$ cat config.mk
export PLATFORM = sky130hd
export DESIGN_NAME = stage_code_aligner
export DESIGN_NICKNAME = d
export VERILOG_FILES = /design/src/rtl/stage_align_pkg.sv /design/src/rtl/sca_deskew.sv /design/src/rtl/sca_sanitize.sv /design/src/rtl/sca_overlap_sum.sv /design/src/rtl/stage_code_aligner.sv
export SDC_FILE = /design/constraint.sdc
export NUM_CORES = 1
export LEC_CHECK = 0
export BUFFER_PORTS_ARGS = -buffer_cell sky130_fd_sc_hd__buf_2
export CAP_MARGIN = 20
export CELL_PAD_IN_SITES_DETAIL_PLACEMENT = 0
export CELL_PAD_IN_SITES_GLOBAL_PLACEMENT = 1
export CORE_ASPECT_RATIO = 0.7
export CORE_UTILIZATION = 32
export DETAILED_ROUTE_END_ITERATION = 10
export HOLD_SLACK_MARGIN = 0.03
export PLACE_DENSITY = 0.72
export SKIP_CTS_REPAIR_TIMING = 1
export SLEW_MARGIN = 20
export SYNTH_ARGS = -nofsm -noshare
export SYNTH_HDL_FRONTEND = slang
export SYNTH_SLANG_ARGS = --single-unit
$ cat constraint.sdc
create_clock -name clk -period 1.8 [get_ports clk]
set_input_delay 0.54 -clock clk [delete_from_list [all_inputs] [get_ports clk]]
set_output_delay 0.54 -clock clk [all_outputs]
set_load 0.01 [all_outputs]
$ cat src/rtl/stage_align_pkg.sv
package stage_align_pkg;

    localparam int STAGES_DEF = 9;
    localparam int CODE_W     = 2;

    typedef enum logic [1:0] {
        SC_LOW     = 2'b00,
        SC_MID     = 2'b01,
        SC_HIGH    = 2'b10,
        SC_ILLEGAL = 2'b11
    } half_code_e;

    // Left shift applied to stage k's code in the overlap adder.
    function automatic int stage_shift(input int nstg, input int k);
        return nstg - 1 - k;
    endfunction

endpackage

$ cat src/rtl/sca_deskew.sv
module sca_deskew
    import stage_align_pkg::*;
#(
    parameter int NSTG = STAGES_DEF,
    parameter int CW   = CODE_W
) (
    input  logic               clk,
    input  logic               rst,
    input  logic               in_valid,
    input  logic [NSTG*CW-1:0] raw_code,
    output logic [NSTG*CW-1:0] aligned_code,
    output logic               aligned_valid
);

    // Valid travels alongside stage 0, which has the deepest path.
    logic [NSTG-1:0] vline;

    always_ff @(posedge clk) begin
        if (rst) begin
            vline <= '0;
        end else begin
            vline <= {vline[NSTG-2:0], in_valid};
        end
    end

    assign aligned_valid = vline[NSTG-1];

    // Staircase: stage k arrives k clocks late, so it needs NSTG-k registers.
    for (genvar k = 0; k < NSTG; k++) begin : g_row
        localparam int DEPTH = NSTG - k;
        logic [CW-1:0] sr [DEPTH];

        always_ff @(posedge clk) begin
            if (rst) begin
                for (int i = 0; i < DEPTH; i++) begin
                    sr[i] <= '0;
                end
            end else begin
                sr[0] <= raw_code[k*CW +: CW];
                for (int i = 1; i < DEPTH; i++) begin
                    sr[i] <= sr[i-1];
                end
            end
        end

        assign aligned_code[k*CW +: CW] = sr[DEPTH-1];
    end

endmodule

$ cat src/rtl/sca_sanitize.sv
module sca_sanitize
    import stage_align_pkg::*;
#(
    parameter int NSTG = STAGES_DEF,
    parameter int CW   = CODE_W
) (
    input  logic               valid,
    input  logic [NSTG*CW-1:0] code_in,
    output logic [NSTG*CW-1:0] code_out,
    output logic               bad_code
);

    logic [NSTG-1:0] illegal;

    for (genvar k = 0; k < NSTG; k++) begin : g_stage
        if (k < NSTG - 1) begin : g_half
            // 1.5-bit stage: three legal codes, the fourth is folded.
            always_comb begin
                illegal[k] = 1'b0;
                unique case (half_code_e'(code_in[k*CW +: CW]))
                    SC_LOW:  code_out[k*CW +: CW] = SC_LOW;
                    SC_MID:  code_out[k*CW +: CW] = SC_MID;
                    SC_HIGH: code_out[k*CW +: CW] = SC_HIGH;
                    SC_ILLEGAL: begin
                        code_out[k*CW +: CW] = SC_HIGH;
                        illegal[k]           = 1'b1;
                    end
                endcase
            end
        end else begin : g_flash
            // Final flash stage: every code is legal.
            assign code_out[k*CW +: CW] = code_in[k*CW +: CW];
            assign illegal[k]           = 1'b0;
        end
    end

    assign bad_code = valid & (|illegal);

endmodule

$ cat src/rtl/sca_overlap_sum.sv
module sca_overlap_sum
    import stage_align_pkg::*;
#(
    parameter int NSTG = STAGES_DEF,
    parameter int CW   = CODE_W,
    parameter int OW   = NSTG + 1
) (
    input  logic [NSTG*CW-1:0] code_in,
    output logic [OW-1:0]      word,
    output logic               carry_out
);

    localparam int SW = OW + 1;

    logic [SW-1:0] acc;

    always_comb begin
        acc = '0;
        for (int k = 0; k < NSTG; k++) begin
            acc = acc + (SW'(code_in[k*CW +: CW]) << stage_shift(NSTG, k));
        end
    end

    assign carry_out = acc[SW-1];
    assign word      = carry_out ? {OW{1'b1}} : acc[OW-1:0];

endmodule

$ cat src/rtl/stage_code_aligner.sv
module stage_code_aligner
    import stage_align_pkg::*;
#(
    parameter int NSTG = STAGES_DEF,
    parameter int CW   = CODE_W
) (
    input  logic                  clk,
    input  logic                  rst,
    input  logic                  in_valid,
    input  logic [NSTG*CW-1:0]    stg_code,
    output logic [NSTG:0]         out_word,
    output logic                  out_valid,
    output logic                  code_err
);

    localparam int OW = NSTG + 1;

    logic [NSTG*CW-1:0] al_code;
    logic               al_valid;
    logic [NSTG*CW-1:0] clean_code;
    logic               bad_code;
    logic [OW-1:0]      sum_word;
    logic               sum_carry;

    sca_deskew #(.NSTG(NSTG), .CW(CW)) u_deskew (
        .clk           (clk),
        .rst           (rst),
        .in_valid      (in_valid),
        .raw_code      (stg_code),
        .aligned_code  (al_code),
        .aligned_valid (al_valid)
    );

    sca_sanitize #(.NSTG(NSTG), .CW(CW)) u_sanitize (
        .valid    (al_valid),
        .code_in  (al_code),
        .code_out (clean_code),
        .bad_code (bad_code)
    );

    sca_overlap_sum #(.NSTG(NSTG), .CW(CW), .OW(OW)) u_sum (
        .code_in   (clean_code),
        .word      (sum_word),
        .carry_out (sum_carry)
    );

    // Output register: all bits of the corrected word captured together.
    always_ff @(posedge clk) begin
        if (rst) begin
            out_word  <= '0;
            out_valid <= 1'b0;
            code_err  <= 1'b0;
        end else begin
            out_valid <= al_valid;
            if (al_valid) begin
                out_word <= sum_word;
            end
            if (bad_code) begin
                code_err <= 1'b1;
            end
        end
    end

    // outputs cleared after reset
    p_reset_clear_r8: assert property (@(posedge clk) disable iff (rst)
        $past(rst) |-> (out_word == '0 && !out_valid && !code_err));

    // error flag is sticky
    p_sticky_err_r6: assert property (@(posedge clk) disable iff (rst)
        $past(code_err) |-> code_err);

    // word held when no aligned sample completed
    p_hold_word_r7: assert property (@(posedge clk) disable iff (rst)
        (!$past(rst) && !$past(al_valid)) |-> $stable(out_word));

    // output valid follows the aligned sample by one register
    p_valid_follow_r2: assert property (@(posedge clk) disable iff (rst)
        !$past(rst) |-> (out_valid == $past(al_valid)));

    // legal and folded codes never overflow the word
    p_no_overflow_r3: assert property (@(posedge clk) disable iff (rst)
        al_valid |-> !sum_carry);

endmodule

==> run_results.csv <==
group,metric,value,unit
status,outcome,"complete, but fails checks",
status,failed_checks,"setup timing",
logic_synthesis,syn_inst,315,
clocking,htreeDepth,3,
timing,layout_min_cycle_time,1.900,ns
finish,mostFrequentLayoutCell,"dfxtp_1",
clocking,cts_max_path_buffers,2,
finish,finalNetCount,381,
logic_synthesis,avgSynthCellArea,11.14,um^2
grt,grt-ovfl-total,0,
clocking,clk_latency,0.35,ns
die,boundaryPins,33,
logic_synthesis,synth_mux_area_share,0,%
logic_synthesis,synth.largest_area_cell,"dfxtp_1",
timing,rsz0062_at_grt,"true",
grt,antenna_found_initial,0,
place,port_buffers,32,
hold_path,min_path_type,"input port to register",
drt,drtPass1Iterations,4,
place,dp.cells,487,
place,place_congestion,0.8061,
worst_setup_path,crit_fanout,2,
logic_synthesis,ys_seq_elements,111,
logic_synthesis,ys_seq_area_share,63.32,%
finish,finish.utilization,40.66,%
logic_synthesis,syn_nets,345,
clocking,clock_sinks,111,
flow_run,drv_cap,0,
pwr,power.share.clock,41.6,%
finish,areaGrowthSynthToFinish,21.78,%
grt,grt_pass1_wl,8.452,mm
timing,fin_skew,0.005953,ns
finish,regArea,0.002223,mm^2
logic_synthesis,synthTopCellsByArea,"dfxtp_1 63%, nor2b_1 19%, ha_1 2.9%, clkbuf_1 2.0%, a211oi_1 1.9%",
logic_synthesis,synth_compound_area_share,6.524,%
worst_setup_path,r2r-end,"out_word[9]$_SDFFE_PP0P_",
logic_synthesis,synthSimpleGateAreaFrac,22.46,%
drt,drt.antenna.violating_nets,0,
die,die_h,89.62,um
drt,drc,0,
hold_path,hold_depth,2,
finish,layout_common_cells,"110 x dfxtp_1, 106 x nor2b_1, 31 x buf_2",
grt,grt_max_degree,41,
worst_setup_path,crit_path_end_kind,"register",
logic_synthesis,ys_async_sr_fraction,0,%
timing,relSlewSlack,69.11,%
logic_synthesis,synth_edf_count,0,
logic_synthesis,synth.distinct_cells,29,
drt,drt-total-wl,5.194,mm
logic_synthesis,synth_top_area_share,63.32,%
pwr,switching_power,977.1,uW
pwr,p_leak,0.001763,uW
place,pre_cts_slack,-0.1509,ns
die,die_w,127.2,um
worst_setup_path,crit_required,2.07,ns
die,row_count,31,
clocking,cts_made_buffers,9,
die,die_area,0.01140,mm^2
pwr,peakVddDrop,0.4446,mV
drt,wl_per_cell,10.31,um
grt,track_usage,10.06,%
die,core-area,0.01051,mm^2
drt,viasPerCell,3.889,
worst_setup_path,worstSetupPathType,"register to register",
timing,fmaxAchievable,526.2,MHz
worst_setup_path,ff2ff_path_depth,8,
pwr,p_sw_share,21.44,%
hold_path,hp-start,"stg_code[9]",
finish,layout-drive-gt1-share,22.75,%
logic_synthesis,yosys_warnings,0,
timing,slew_violations,0,
logic_synthesis,synth_xor_area_share,1.497,%
finish,final.fill_count,1019,
clocking,clkTransAtPathRegs,0.07,ns
logic_synthesis,synth_top_family_by_area,"simple AND/OR/NAND/NOR gates",
hold_path,worstHoldEndpoint,"u_deskew.g_row[4].sr[0][1]$_SDFF_PP0_",
pwr,internal-power,3580,uW
pwr,power.density,1066,mW/mm^2
drt,num_vias,1960,
logic_synthesis,synth-adder-area-share,3.422,%
grt,grt_pass1_vias,1766,
finish,antenna_cells,0,
pwr,p_comb_share,3.0,%
clocking,cts_tree,"done",
timing,fin_ws,-0.1004,ns
place,dp_hpwl,3.329,mm
timing,tightest_slew,0.4634,ns
die,initial_utilization,33.39,%
timing,fin_crit_sh,105.6,%
worst_setup_path,r2r_slack,-0.10,ns
clocking,cts_root_buf,"clkbuf_16",
drt,drt_iter0_drc,109,
finish,fin_cells,504,
worst_setup_path,crit_arrival,2.17,ns
finish,multi_input_area,0.001275,mm^2
timing,setup_viol,2,
worst_setup_path,reg2reg_from,"u_deskew.g_row[7].sr[0][2]$_SDFF_PP0_",
worst_setup_path,cp-start-kind,"register",
timing,hold_violations,0,
pwr,p_seq_share,55.4,%
logic_synthesis,synthFlopType,"dfxtp_1",
logic_synthesis,syn_area,0.003510,mm^2
## layout make-up
cell class | instances | area share, %
sequential | 111 | 52.02
multi-input combinational | 180 | 29.83
timing repair buffer | 45 | 6.674
clock buffer | 10 | 5.591
tap | 148 | 4.333
clock inverter | 6 | 1.200
inverter | 4 | 0.3513
## registers in the layout, indices dropped and copies added, names as in the netlist
| register | count |
|---|---|
| u_deskew.vline | 9 |
| code_err | 1 |
| out_valid | 1 |
| u_deskew.g_row.sr | 90 |
| out_word | 10 |
## how the worst max path moves through the flow
stage / slack [ns] / endpoint / depth (start not counted) / from
CTS: -0.18 / out_word[9]$_SDFFE_PP0P_ / 8 / u_deskew.g_row[7].sr[0][2]$_SDFF_PP0_
global route: -0.15 / out_word[9]$_SDFFE_PP0P_ / 8 / u_deskew.g_row[7].sr[0][2]$_SDFF_PP0_
detailed placement: -0.15 / out_word[9]$_SDFFE_PP0P_ / 8 / u_deskew.g_row[7].sr[0][2]$_SDFF_PP0_
floorplan: -0.06 / out_word[9]$_SDFFE_PP0P_ / 8 / u_deskew.g_row[7].sr[0][2]$_SDFF_PP0_
finish: -0.10 / out_word[9]$_SDFFE_PP0P_ / 8 / u_deskew.g_row[7].sr[0][2]$_SDFF_PP0_
global placement: -0.13 / out_word[9]$_SDFFE_PP0P_ / 8 / u_deskew.g_row[7].sr[0][2]$_SDFF_PP0_
## worst max-delay path, cell delays in order (launching register included)
cell and delay (ns):
dfxtp_2 0.32, nor2b_4 0.12, ha_4 0.16, fa_2 0.35, a211oi_2 0.25, o21ai_2 0.11, a41o_1 0.21, xnor2_2 0.14
a211oi_2 0.16
## per-stage QoR
step                area, um^2  hold WS [ns]  setup TNS [ns]  power, uW
global route              4274        0.3857         -0.7562       4762
global placement          3908        0.4165         -0.5176       2716
floorplan                 3520        0.4138        -0.06113       2660
detailed placement        3908        0.4212         -0.8407       2718
finish                    4274        0.3969         -0.1069       4557
CTS                       4198        0.3809          -1.038       4631
## logic make-up after synthesis
logic type	count (synthesis)
flip-flops	111
buffers and inverters	25
AND/OR/NAND/NOR	134
XOR/XNOR	6
AO/OA/AOI/OAI	30
adder cells (fa/ha/maj)	9
## per-layer routing
metal | track usage [%] | share of wire, % | wire [um] | vias up
met1 | 13.09 | 53 | 2770 | 853
met4 | 4.545 | 1.5 | 80 | 0
met2 | 13.84 | 40 | 2099 | 28
met3 | 5.154 | 4.7 | 243 | 10
li1 | - | - | - | 1069
met5 | 0 | 0 | 0 | -
## synthesized netlist by cell type, types with 2 or more instances
master	n
a211oi_1	9
a21o_1	2
a21o_2	2
a21oi_1	5
a22oi_1	4
clkbuf_1	19
dfxtp_1	111
ha_1	8
inv_1	4
nand2_1	7
nor2_1	14
nor2b_1	108
nor4_1	2
xnor2_1	3
xor2_1	3
## power by group through the flow
stage	Sequential [uW]	Clock [uW]	Combinational, uW
after detailed placement	2580	0	138
after global routing	2530	2080	156
after global placement	2580	0	138
final	2520	1900	138
after CTS	2520	1970	139
after floorplan	2580	0	85.3
(Power assumes the default switching activity.)
